===== config.mk =====
export PLATFORM = sky130hd
export DESIGN_NAME = bus_cycle_seq
export DESIGN_NICKNAME = d
export VERILOG_FILES = /design/src/rtl/busseq_pkg.sv /design/src/rtl/bseq_phase_ctl.sv /design/src/rtl/bseq_ptr_reg.sv /design/src/rtl/bseq_bus_drv.sv /design/src/rtl/bus_cycle_seq.sv
export SDC_FILE = /design/constraint.sdc
export NUM_CORES = 1
export LEC_CHECK = 0
export BUFFER_PORTS_ARGS = -buffer_cell sky130_fd_sc_hd__buf_2
export CAP_MARGIN = 20
export CORE_ASPECT_RATIO = 0.7
export CORE_MARGIN = 2
export CORE_UTILIZATION = 25
export CTS_CLUSTER_SIZE = 12
export DETAILED_ROUTE_END_ITERATION = 7
export PLACE_DENSITY_LB_ADDON = 0.12
export SYNTH_ARGS = -nofsm -noshare
export SYNTH_HDL_FRONTEND = slang
export SYNTH_SLANG_ARGS = --single-unit

===== constraint.sdc =====
create_clock -name clk -period 3.45 [get_ports clk]
set_input_delay 0.1725 -clock clk [delete_from_list [all_inputs] [get_ports clk]]
set_output_delay 0.1725 -clock clk [all_outputs]
set_load 0.03 [all_outputs]

===== src/rtl/busseq_pkg.sv =====
package busseq_pkg;

  localparam logic [2:0] K_NONE   = 3'd0;
  localparam logic [2:0] K_MEM_RD = 3'd1;
  localparam logic [2:0] K_MEM_WR = 3'd2;
  localparam logic [2:0] K_IO_RD  = 3'd3;
  localparam logic [2:0] K_IO_WR  = 3'd4;

  typedef enum logic [1:0] {
    PH_IDLE  = 2'd0,
    PH_FETCH = 2'd1,
    PH_EXEC  = 2'd2
  } phase_e;

  typedef struct packed {
    logic cyc;
    logic mem;
    logic wr;
    logic dat;
  } bus_code_t;

  function automatic logic kind_has_exec(input logic [2:0] k);
    return (k == K_MEM_RD) || (k == K_MEM_WR) || (k == K_IO_RD) || (k == K_IO_WR);
  endfunction

  function automatic logic kind_is_write(input logic [2:0] k);
    return (k == K_MEM_WR) || (k == K_IO_WR);
  endfunction

  function automatic logic kind_is_mem(input logic [2:0] k);
    return (k == K_MEM_RD) || (k == K_MEM_WR);
  endfunction

  function automatic bus_code_t code_for(input phase_e ph, input logic [2:0] k);
    bus_code_t c;
    c = '0;
    case (ph)
      PH_FETCH: begin
        c.cyc = 1'b1;
        c.mem = 1'b1;
        c.wr  = 1'b0;
        c.dat = 1'b0;
      end
      PH_EXEC: begin
        c.cyc = 1'b1;
        c.mem = kind_is_mem(k);
        c.wr  = kind_is_write(k);
        c.dat = 1'b1;
      end
      default: c = '0;
    endcase
    return c;
  endfunction

endpackage


===== src/rtl/bseq_phase_ctl.sv =====
module bseq_phase_ctl
  import busseq_pkg::*;
(
  input  logic       clk,
  input  logic       rst_n,
  input  logic       start_i,
  input  logic [2:0] kind_i,
  output phase_e     phase_o,
  output logic       fetch_done_o,
  output logic       exec_done_o
);

  phase_e phase_q, phase_nx;

  always_comb begin
    phase_nx = phase_q;
    case (phase_q)
      PH_IDLE:  if (start_i) phase_nx = PH_FETCH;
      PH_FETCH: phase_nx = kind_has_exec(kind_i) ? PH_EXEC : PH_IDLE;
      PH_EXEC:  phase_nx = PH_IDLE;
      default:  phase_nx = PH_IDLE;
    endcase
  end

  always_ff @(posedge clk or negedge rst_n) begin
    if (!rst_n) phase_q <= PH_IDLE;
    else        phase_q <= phase_nx;
  end

  assign phase_o      = phase_q;
  assign fetch_done_o = (phase_q == PH_FETCH);
  assign exec_done_o  = (phase_q == PH_EXEC);

  AST_START_OPENS_FETCH: assert property (@(posedge clk) disable iff (!rst_n)
    (phase_q == PH_IDLE && start_i) |=> (phase_q == PH_FETCH));
  AST_BUSY_IGNORES_START: assert property (@(posedge clk) disable iff (!rst_n)
    (phase_q == PH_EXEC) |=> (phase_q == PH_IDLE));
  AST_NONE_SKIPS_EXEC: assert property (@(posedge clk) disable iff (!rst_n)
    (phase_q == PH_FETCH && !kind_has_exec(kind_i)) |=> (phase_q == PH_IDLE));
  AST_EXEC_FOLLOWS_FETCH: assert property (@(posedge clk) disable iff (!rst_n)
    (phase_q == PH_EXEC) |-> ($past(phase_q) == PH_FETCH));

endmodule


===== src/rtl/bseq_ptr_reg.sv =====
module bseq_ptr_reg #(
  parameter int AW       = 32,
  parameter int DW       = 32,
  parameter int STEP     = 4,
  parameter logic [AW-1:0] RESET_IP = '0
) (
  input  logic          clk,
  input  logic          rst_n,
  input  logic          fetch_done_i,
  input  logic [DW-1:0] din_i,
  output logic [AW-1:0] ip_o,
  output logic [DW-1:0] instr_o
);

  localparam logic [AW-1:0] STEP_V = AW'(STEP);

  function automatic logic [AW-1:0] ip_advance(input logic [AW-1:0] ip);
    return ip + STEP_V;
  endfunction

  logic [AW-1:0] ip_q;
  logic [DW-1:0] instr_q;

  always_ff @(posedge clk or negedge rst_n) begin
    if (!rst_n) begin
      ip_q    <= RESET_IP;
      instr_q <= '0;
    end else if (fetch_done_i) begin
      ip_q    <= ip_advance(ip_q);
      instr_q <= din_i;
    end
  end

  assign ip_o    = ip_q;
  assign instr_o = instr_q;

  AST_IP_STEPS: assert property (@(posedge clk) disable iff (!rst_n)
    fetch_done_i |=> (ip_q == $past(ip_q) + STEP_V));
  AST_IP_HOLDS: assert property (@(posedge clk) disable iff (!rst_n)
    !fetch_done_i |=> $stable(ip_q));
  AST_INSTR_CAPTURE: assert property (@(posedge clk) disable iff (!rst_n)
    fetch_done_i |=> (instr_q == $past(din_i)));

endmodule


===== src/rtl/bseq_bus_drv.sv =====
module bseq_bus_drv
  import busseq_pkg::*;
#(
  parameter int AW = 32,
  parameter int DW = 32
) (
  input  logic          clk,
  input  logic          rst_n,
  input  phase_e        phase_i,
  input  logic          fetch_done_i,
  input  logic          exec_done_i,
  input  logic [2:0]    kind_i,
  input  logic [AW-1:0] addr_i,
  input  logic [DW-1:0] wdata_i,
  input  logic [AW-1:0] ip_i,
  input  logic [DW-1:0] din_i,
  output bus_code_t     code_o,
  output logic [AW-1:0] addr_o,
  output logic [DW-1:0] dout_o,
  output logic          oe_o,
  output logic [DW-1:0] rdata_o
);

  logic [2:0]    kind_q;
  logic [AW-1:0] addr_q;
  logic [DW-1:0] wdata_q;
  logic [DW-1:0] rdata_q;
  logic          exec_read_done;
  bus_code_t     code;

  always_ff @(posedge clk or negedge rst_n) begin
    if (!rst_n) begin
      kind_q  <= K_NONE;
      addr_q  <= '0;
      wdata_q <= '0;
    end else if (fetch_done_i) begin
      kind_q  <= kind_i;
      addr_q  <= addr_i;
      wdata_q <= wdata_i;
    end
  end

  assign exec_read_done = exec_done_i && !kind_is_write(kind_q);

  always_ff @(posedge clk or negedge rst_n) begin
    if (!rst_n)              rdata_q <= '0;
    else if (exec_read_done) rdata_q <= din_i;
  end

  assign code = code_for(phase_i, kind_q);

  always_comb begin
    case (phase_i)
      PH_FETCH: addr_o = ip_i;
      PH_EXEC:  addr_o = addr_q;
      default:  addr_o = '0;
    endcase
  end

  assign oe_o    = code.cyc && code.wr;
  assign dout_o  = oe_o ? wdata_q : '0;
  assign code_o  = code;
  assign rdata_o = rdata_q;

  AST_OE_ONLY_EXEC: assert property (@(posedge clk) disable iff (!rst_n)
    oe_o |-> (phase_i == PH_EXEC));
  AST_RDATA_HOLDS: assert property (@(posedge clk) disable iff (!rst_n)
    !exec_read_done |=> $stable(rdata_q));
  AST_RDATA_CAPTURE: assert property (@(posedge clk) disable iff (!rst_n)
    exec_read_done |=> (rdata_q == $past(din_i)));
  AST_EXEC_ADDR_LATCHED: assert property (@(posedge clk) disable iff (!rst_n)
    (phase_i == PH_EXEC) |-> (addr_o == $past(addr_i)));

endmodule


===== src/rtl/bus_cycle_seq.sv =====
module bus_cycle_seq
  import busseq_pkg::*;
#(
  parameter int AW       = 32,
  parameter int DW       = 32,
  parameter int ILEN     = 4,
  parameter logic [AW-1:0] RESET_IP = '0
) (
  input  logic          clk,
  input  logic          rst_n,
  input  logic          start_i,
  input  logic [2:0]    req_kind_i,
  input  logic [AW-1:0] req_addr_i,
  input  logic [DW-1:0] req_wdata_i,
  input  logic [DW-1:0] bus_din_i,
  output logic          bus_cyc_o,
  output logic          sel_mem_o,
  output logic          sel_write_o,
  output logic          sel_data_o,
  output logic [AW-1:0] bus_addr_o,
  output logic [DW-1:0] bus_dout_o,
  output logic          bus_oe_o,
  output logic          busy_o,
  output logic [DW-1:0] instr_o,
  output logic [DW-1:0] rdata_o,
  output logic [AW-1:0] ip_o
);

  phase_e        phase;
  logic          fetch_done;
  logic          exec_done;
  logic [AW-1:0] ip;
  bus_code_t     code;

  bseq_phase_ctl u_phase (
    .clk          (clk),
    .rst_n        (rst_n),
    .start_i      (start_i),
    .kind_i       (req_kind_i),
    .phase_o      (phase),
    .fetch_done_o (fetch_done),
    .exec_done_o  (exec_done)
  );

  bseq_ptr_reg #(
    .AW       (AW),
    .DW       (DW),
    .STEP     (ILEN),
    .RESET_IP (RESET_IP)
  ) u_ptr (
    .clk          (clk),
    .rst_n        (rst_n),
    .fetch_done_i (fetch_done),
    .din_i        (bus_din_i),
    .ip_o         (ip),
    .instr_o      (instr_o)
  );

  bseq_bus_drv #(
    .AW (AW),
    .DW (DW)
  ) u_drv (
    .clk          (clk),
    .rst_n        (rst_n),
    .phase_i      (phase),
    .fetch_done_i (fetch_done),
    .exec_done_i  (exec_done),
    .kind_i       (req_kind_i),
    .addr_i       (req_addr_i),
    .wdata_i      (req_wdata_i),
    .ip_i         (ip),
    .din_i        (bus_din_i),
    .code_o       (code),
    .addr_o       (bus_addr_o),
    .dout_o       (bus_dout_o),
    .oe_o         (bus_oe_o),
    .rdata_o      (rdata_o)
  );

  assign bus_cyc_o   = code.cyc;
  assign sel_mem_o   = code.mem;
  assign sel_write_o = code.wr;
  assign sel_data_o  = code.dat;
  assign busy_o      = (phase != PH_IDLE);
  assign ip_o        = ip;

  AST_FETCH_CODE: assert property (@(posedge clk) disable iff (!rst_n)
    (bus_cyc_o && !sel_data_o) |-> (sel_mem_o && !sel_write_o && !bus_oe_o && bus_addr_o == ip_o));
  AST_BUSY_STARTS_FETCH: assert property (@(posedge clk) disable iff (!rst_n)
    $rose(busy_o) |-> (bus_cyc_o && !sel_data_o));
  AST_DATA_PHASE_AFTER_FETCH: assert property (@(posedge clk) disable iff (!rst_n)
    (bus_cyc_o && sel_data_o) |-> ($past(bus_cyc_o) && !$past(sel_data_o)));
  AST_OE_WRITE_ONLY: assert property (@(posedge clk) disable iff (!rst_n)
    bus_oe_o |-> (bus_cyc_o && sel_write_o && sel_data_o));

endmodule


==> metrics.md, run 1 <==
| Metric | Value |
|---|---|
| Status | complete, no violations |
| Max frequency | 352.1 MHz |
| Crit path capture type | output pin |
| Leakage | 4.969 nW |
| Cell Area, Synth | 0.006903 mm² |
| # IOs | 268 |
| Vias per inst | 4.287 |
| Die Width | 202.6 µm |
| CTS Buf Count | 17 |
| CP Max Fanout | 15 |
| Global-route wire length before repair | 31170 µm |
| Antenna violations before repair | 1 |
| Simple-Gate Fraction of Synth Area | 0.08265 |
| Synthesized flop and latch total | 163 |
| Nets@finish | 967 |
| Adder-cell area share of the yosys netlist | 0.007250 |
| Floorplan core area | 0.02696 mm² |
| Grt ovf | 0 |
| Slew Limit Fails | 0 |
| DR WL/cell | 15.77 µm |
| RR Endpoint | u_ptr.ip_o[31]$_DFFE_PN0N_ |
| Worst-path clk slew | 0.06 ns |
| Top cell type's share of synthesized area | 0.5909 |
| CTS tree | built |
| Starting Density | 0.2560 |
| Finished Layout Cells | 1239 |
| Clock skew | 0.009049 ns |
| GPL Wtd Cong | 0.7410 |
| Reg2reg start | u_phase.phase_o[1]$_DFFE_PN0P_ |
| Final critical-path required period | 2.840 ns |
| Worst VDD drop | 418.7 µV |
| R2r worst-path depth | 6 |
| Placed inst area | 0.008635 mm² |
| Layout cell share with drive strength beyond 1 | 0.5034 |
| CP Data Required Time | 3.28 ns |
| R2r setup slk | 1.58 ns |
| Final setup fails | 0 |
| Largest cells by area after synthesis | dfrtp_1 59%, mux2_2 22%, a22o_1 3.7%, and2_1 3.4%, xnor2_1 2.2% |
| Top_reg_cell synth | dfrtp_1 |
| Post-synthesis sequential area ratio | 0.5909 |
| Post-DP HPWL | 13350 µm |
| Setup TNS | 0 ns |
| EDFF count, synth | 0 |
| Vias | 5312 |
| Mux cell area share after synthesis | 0.2153 |
| Area leader, netlist | dfrtp_1 |
| Vias in the first global route | 5739 |
| Final Hold Vio Count | 0 |
| Post-DRT Antenna Nets | 0 |
| Final Cell Area | 0.01033 mm² |
| Die area | 0.02898 mm² |
| Drc violations | 0 |
| Clock sink count | 163 |
| Slew margin rel. | 0.5038 |
| TritonRoute pass-1 iters | 4 |
| Power per cell area | 880.0 mW/mm² |
| Placed cells | 1103 |
| Main combinational cell family by area after synthesis | multiplexers |
| GR Util All Layers | 0.1380 |
| Yosys warns | 0 |
| Largest net degree at the start of global routing | 103 |
| CTS root buffer | clkbuf_16 |
| Hold crit path type | in -> async |
| H-tree depth | 4 |
| # Max-Cap Violations | 0 |
| Total power | 0.009087 W |
| Startpoint Class | register |
| Max Root-Sink Buffers | 2 |
| PortBufs | 265 |
| Worst-Skew Late Latency | 0.43 ns |
| Unrepaired setup endpoints after global routing | false |
| Post-CTS setup buffer count | 0 |
| Post-Synth XOR/XNOR Area | 0.04060 |
| Unique masters post-synth | 26 |
| Total wire length | 19530 µm |
| Compound-Gate Fraction of Synth Area | 0.04060 |
| Die height | 143.0 µm |
| Drt first-iter violations | 130 |
| Placement Rows | 50 |
| Fin crit share | 0.8233 |
| CP Data Arrival Time | 2.67 ns |
| Syn avg cell area | 13.92 µm² |
| Setup CP Type | reg -> out |
| Synthesis-to-layout area growth | 49.59% |
| Slew at the pin closest to its max-slew limit | 0.7443 ns |
| Syn Inst Count | 496 |
| Asr flop ratio synth | 1.000 |
==> timing repair <==
| item | CTS | global route |
|---|---|---|
| resized for setup | 0 | 0 |
| hold buffers | 101 | 0 |
| setup endpoints to repair | 0 | 0 |
| hold endpoints to repair | 234 | 0 |
==> registers in the layout, summed over array words and instances, names as in the netlist <==
signal,cells
u_drv.addr_q,32
u_drv.rdata_o,32
u_drv.wdata_q,32
u_ptr.instr_o,32
u_ptr.ip_o,30
u_drv.kind_q,3
u_phase.phase_o,2
==> cells in the mapped netlist (2+ instances only) <==
library cell and count:
a22o_1 29, and2_1 37, and3_1 6, and4_1 6
and4_4 2, buf_2 11, buf_4 5, clkbuf_1 12
dfrtp_1 163, ha_1 4, inv_1 4, mux2_2 132
nand2_1 14, nand3_1 9, nand4_1 7, nor2_1 11
nor3_1 3, nor4_1 2, o21ai_0 2, xnor2_1 17
xor2_1 15
==> worst max-delay path by stage <==
| stage | slack (ns) | from | end |
|---|---|---|---|
| 6_report | 0.61 | u_phase.phase_o[0]$_DFFE_PN0P_ | bus_addr_o[28] |
| 5_1_grt | 0.43 | u_phase.phase_o[0]$_DFFE_PN0P_ | bus_addr_o[29] |
| 4_1_cts | 0.41 | u_phase.phase_o[0]$_DFFE_PN0P_ | bus_dout_o[20] |
| 3_5_place_dp | 0.90 | u_phase.phase_o[0]$_DFFE_PN0P_ | bus_dout_o[20] |
| 3_3_place_gp | 1.02 | u_phase.phase_o[0]$_DFFE_PN0P_ | bus_dout_o[20] |
| 2_1_floorplan | 1.21 | u_phase.phase_o[0]$_DFFE_PN0P_ | bus_dout_o[22] |
==> layout by cell type, fill, tap and decap left out, types with 6 or more instances in the layout <==
cell type	instances
nand4_1	7
nand2_1	14
xnor2_1	17
and4_1	6
dfrtp_1	163
dlygate4sd3_1	101
xor2_1	15
a22o_1	29
nand3_1	9
and3_1	6
buf_2	264
nor2_1	10
and2_1	37
mux2_2	132
clkbuf_16	17
==> report_power, final <==
| part | total [W] | switching [W] | internal [W] |
|---|---|---|---|
| registers | 0.00322 | 0.000460 | 0.00276 |
| logic | 0.00380 | 0.00221 | 0.00160 |
| clock network | 0.00206 | 0.000808 | 0.00125 |
| total | 0.00909 | 0.00347 | 0.00561 |
==> area by class of cell <==
| class | instances | area, µm² |
|---|---|---|
| multi-input combinational | 302 | 2690 |
| fill | 2655 | 16640 |
| timing repair buffer | 373 | 2449 |
| antenna | 1 | 2.502 |
| sequential | 163 | 4079 |
| tap | 364 | 455.4 |
| clock inverter | 12 | 178.9 |
| clock buffer | 20 | 456.7 |
| inverter | 4 | 15.01 |
==> cell families (layout without fill, tap and decap cells) <==
logic type,count (synthesis),after routing
buf+inv,32,409
fa+ha+maj,4,4
mux,132,132
other cells,1,3
flops,163,163
compound gates,33,33
xor+xnor,32,32
simple gates,99,99
==> per-stage QoR <==
stage / setup slack, ns / hold slack (ns) / utilization
global placement: 1.018 / 0.3437 / 0.3202
CTS: 0.4126 / 0.4643 / 0.3813
floorplan: 1.209 / -0.1231 / -
global route: 0.4309 / 0.1216 / 0.3830
detailed placement: 0.8988 / 0.3694 / 0.3202
finish: 0.6096 / 0.1272 / 0.3830
==> worst max-delay path, stage by stage (launching register included) <==
cell     delay [ns]
dfrtp_1        0.41
inv_1          0.08
ha_1           0.38
and2_1         0.64
buf_4          0.34
a22o_1         0.17
buf_2          0.20
==> routing by layer <==
| metal | routed length (µm) | track usage | vias up |
|---|---|---|---|
| met2 | 9235 | 0.2289 | 131 |
| met1 | 9057 | 0.1747 | 2686 |
| li1 | - | - | 2484 |
| met3 | 1075 | 0.04336 | 11 |
| met5 | 0 | 0 | - |
| met4 | 164 | 0.03688 | 0 |
Power figures use the tool's default switching activity.
==> inputs of run 2 (changes only) <==
--- a/config.mk
+++ b/config.mk
@@ -5,6 +5,7 @@
 export SDC_FILE = /design/constraint.sdc
 export NUM_CORES = 1
 export LEC_CHECK = 0
+export ABC_AREA = 1
 export BUFFER_PORTS_ARGS = -buffer_cell sky130_fd_sc_hd__buf_2
 export CAP_MARGIN = 20
 export CORE_ASPECT_RATIO = 0.7
==> constraint.sdc (replaced) <==
create_clock -name clk -period 2.9 [get_ports clk]
set_input_delay 0.145 -clock clk [delete_from_list [all_inputs] [get_ports clk]]
set_output_delay 0.145 -clock clk [all_outputs]
set_load 0.03 [all_outputs]
==> metrics.md, run 2 <==
| Metric | Value |
|---|---|
| Worst VDD drop | 464.3 µV (+11%) |
| TritonRoute pass-1 iters | 6 (+2) |
| PortBufs | 265 (unchanged) |
| Setup TNS | 0 ns (unchanged) |
| Worst-Skew Late Latency | 0.43 ns (about the same) |
| Slew at the pin closest to its max-slew limit | 0.6918 ns (-0.05251 ns) |
| # IOs | 268 (unchanged) |
| Total wire length | 25050 µm (+28%) |
| Post-DRT Antenna Nets | 0 (unchanged) |
| Worst setup margin | 0.3331 ns (-0.2766 ns) |
| Drc violations | 0 (unchanged) |
| Syn Inst Count | 895 (+80%) |
| Synthesized flop and latch total | 163 (unchanged) |
| Final setup fails | 0 (unchanged) |
| Die height | 147.0 µm (+2.8%) |
| Most frequent cells in the layout | 295 x nand2_1, 264 x buf_2, 163 x dfrtp_1 |
| # Max-Cap Violations | 0 (unchanged) |
| DR WL/cell | 15.28 µm (-3.1%) |
| Largest cells by area after synthesis | dfrtp_1 56%, nand2_1 15%, o21ai_0 5.8%, inv_1 5.6%, nand3_1 4.7% |
| Top cell type's share of synthesized area | 0.5582 (-0.03268) |
| Final Hold Vio Count | 0 (unchanged) |
| Vias in the first global route | 6870 (+20%) |
| Clock skew | 0.008158 ns (-0.0008912 ns) |
| Top cells by count, synth | 296 x nand2_1, 163 x dfrtp_1, 109 x inv_1 |
| Yosys warns | 0 (unchanged) |
| Final core occ | 0.3702 (-0.01272) |
| Global-route wire length before repair | 39460 µm (+27%) |
| Reg2reg start | u_phase.phase_o[1]$_DFFE_PN0P_ |
| CP Data Arrival Time | 2.42 ns (-0.25 ns) |
| Fin crit share | 0.8851 |
| Leakage | 5.683 nW (+14%) |
| Hold crit path type | in -> async |
| R2r setup slk | 0.98 ns (-0.60 ns) |
| Post-DP HPWL | 17620 µm (+32%) |
| Clock sink count | 163 (unchanged) |
| Worst-path clk slew | 0.07 ns (about the same) |
| Starting Density | 0.2535 (-0.002493) |
| Floorplan core area | 0.02882 mm² (+6.9%) |
| Nets@finish | 1353 (+40%) |
| Most frequent CP cell | nor2_1 |
| Syn avg cell area | 8.164 µm² (-41%) |
| Max Root-Sink Buffers | 2 (unchanged) |
| Max stage delay cell, worst path | dfrtp_1 |
| Final critical-path required period | 2.567 ns |
| Largest net degree at the start of global routing | 111 (+7.8%) |
| Drt first-iter violations | 439 (+240%) |
| CP Max Fanout | 32 (+17) |
| CTS tree | built |
| CP max stage delay | 0.39 ns (-0.25 ns) |
| GR Util All Layers | 0.1651 (+0.02710) |
| Grt ovf | 0 (unchanged) |
| Power per cell area | 1008 mW/mm² (+15%) |
| Post-synthesis sequential area ratio | 0.5582 (-0.03268) |
| Vias | 6959 (+31%) |
| Asr flop ratio synth | 1.000 (unchanged) |
| CTS root buffer | clkbuf_16 |
| EDFF count, synth | 0 (unchanged) |
| Antenna violations before repair | 1 (unchanged) |
| Top_reg_cell synth | dfrtp_1 |
| Post-CTS setup buffer count | 0 (unchanged) |
| Slew margin rel. | 0.5383 (+0.03450) |
| RR Endpoint | u_ptr.instr_o[0]$_DFFE_PN0N_ |
| Slew Limit Fails | 0 (unchanged) |
| Status | complete, no violations |
| Unrepaired setup endpoints after global routing | false |
| Synthesis-to-layout area growth | 46.04% |
| Unique masters post-synth | 25 (-3.8%) |
| Commonest non-fill, non-tap cell in the layout | nand2_1 |
| GPL Wtd Cong | 0.8026 (+8.3%) |
| H-tree depth | 4 (unchanged) |
| R2r worst-path depth | 5 (-1) |
| CP Data Required Time | 2.76 ns (-0.52 ns) |
| Crit path capture type | output pin |
| CTS Buf Count | 17 (unchanged) |
| Max frequency | 389.6 MHz |
| CP cell instances | inv_1 > ha_1 > nand2_1 > nor2_1 > inv_2 > nor2_1 > buf_2 |
| Vias per inst | 4.246 (-0.97%) |
| Die Width | 208.3 µm (+2.8%) |
| Area leader, netlist | dfrtp_1 |
| Layout cell share with drive strength beyond 1 | 0.2524 (-0.2511) |
| Setup CP Type | reg -> out |
| Startpoint Class | register |
| DP Worst Slack | 0.5552 ns (-0.3436 ns) |
| Die area | 0.03063 mm² (+5.7%) |
| Top-count cell post-synth | nand2_1 |
| Placement Rows | 52 (+4.0%) |
| Cell Area, Synth | 0.007307 mm² (+5.9%) |
run 2: metrics by stage:
step	instance area [µm²]	hold slack (ns)	std cells	power, W
2_1_floorplan	7311	-0.1506	896	0.006781
6_report	10670	0.2663	1639	0.01076
3_5_place_dp	9035	0.1780	1505	0.008357
5_1_grt	10670	0.3065	1638	0.01159
3_3_place_gp	9035	0.1774	1505	0.008338
4_1_cts	10670	0.2723	1638	0.01094
run 2: cells by family after synthesis:
family | count (synthesis) | synth area share
adders and majority gates | 4 | 0.006850
xor gates and xnor gates | 18 | 0.02158
DFF | 163 | 0.5582
and+or+nand+nor | 448 | 0.2505
AOI/OAI and AO/OA | 106 | 0.07603
buffers and inverters | 155 | 0.08630
other | 1 | 0.0005132
run 2: area by class of cell:
class | instances | area, µm²
diodes | 1 | 2.502
clock buffers | 21 | 470.5
clock inverters | 11 | 150.1
fillers | 3053 | 18150
inverters | 110 | 412.9
multi-input cells | 578 | 2620
flip-flops and latches | 163 | 4079
well taps | 378 | 473.0
repair buffers | 377 | 2464
run 2: how the worst max path moves through the flow:
stage | end | startpoint | cells past startpoint
floorplan | bus_dout_o[10] | u_phase.phase_o[0]$_DFFE_PN0P_ | 8
detailed placement | bus_addr_o[31] | u_phase.phase_o[0]$_DFFE_PN0P_ | 6
finish | bus_dout_o[22] | u_phase.phase_o[0]$_DFFE_PN0P_ | 7
CTS | bus_addr_o[31] | u_phase.phase_o[0]$_DFFE_PN0P_ | 6
global placement | bus_addr_o[31] | u_phase.phase_o[0]$_DFFE_PN0P_ | 6
global route | bus_dout_o[22] | u_phase.phase_o[0]$_DFFE_PN0P_ | 7
run 2: layer usage:
layer / global-route usage / up-vias / routed length (µm)
li1: - / 3483 / -
met1: 0.2500 / 3297 / 13010
met2: 0.2361 / 168 / 10630
met3: 0.03933 / 11 / 1232
met4: 0.03669 / 0 / 176
met5: 0 / - / 0
run 2: critical path: cells and delay by family (launching register included):
kind / cells / cell delay [ns]
and+or+nand+nor: 3 / 0.66
buffers and inverters: 3 / 0.64
DFF: 1 / 0.39
adders and majority gates: 1 / 0.31
run 2: report_power, final:
part	total (W)	switching (W)	internal, W
sequential	0.00367	0.000430	0.00324
combinational	0.00468	0.00340	0.00128
clock	0.00241	0.000980	0.00143
total	0.0108	0.00481	0.00595
run 2: repair_timing:
item | CTS | global route
setup endpoints to repair | 0 | 2
resized for setup | 0 | 1
hold endpoints to repair | 187 | 0
hold buffers | 101 | 0
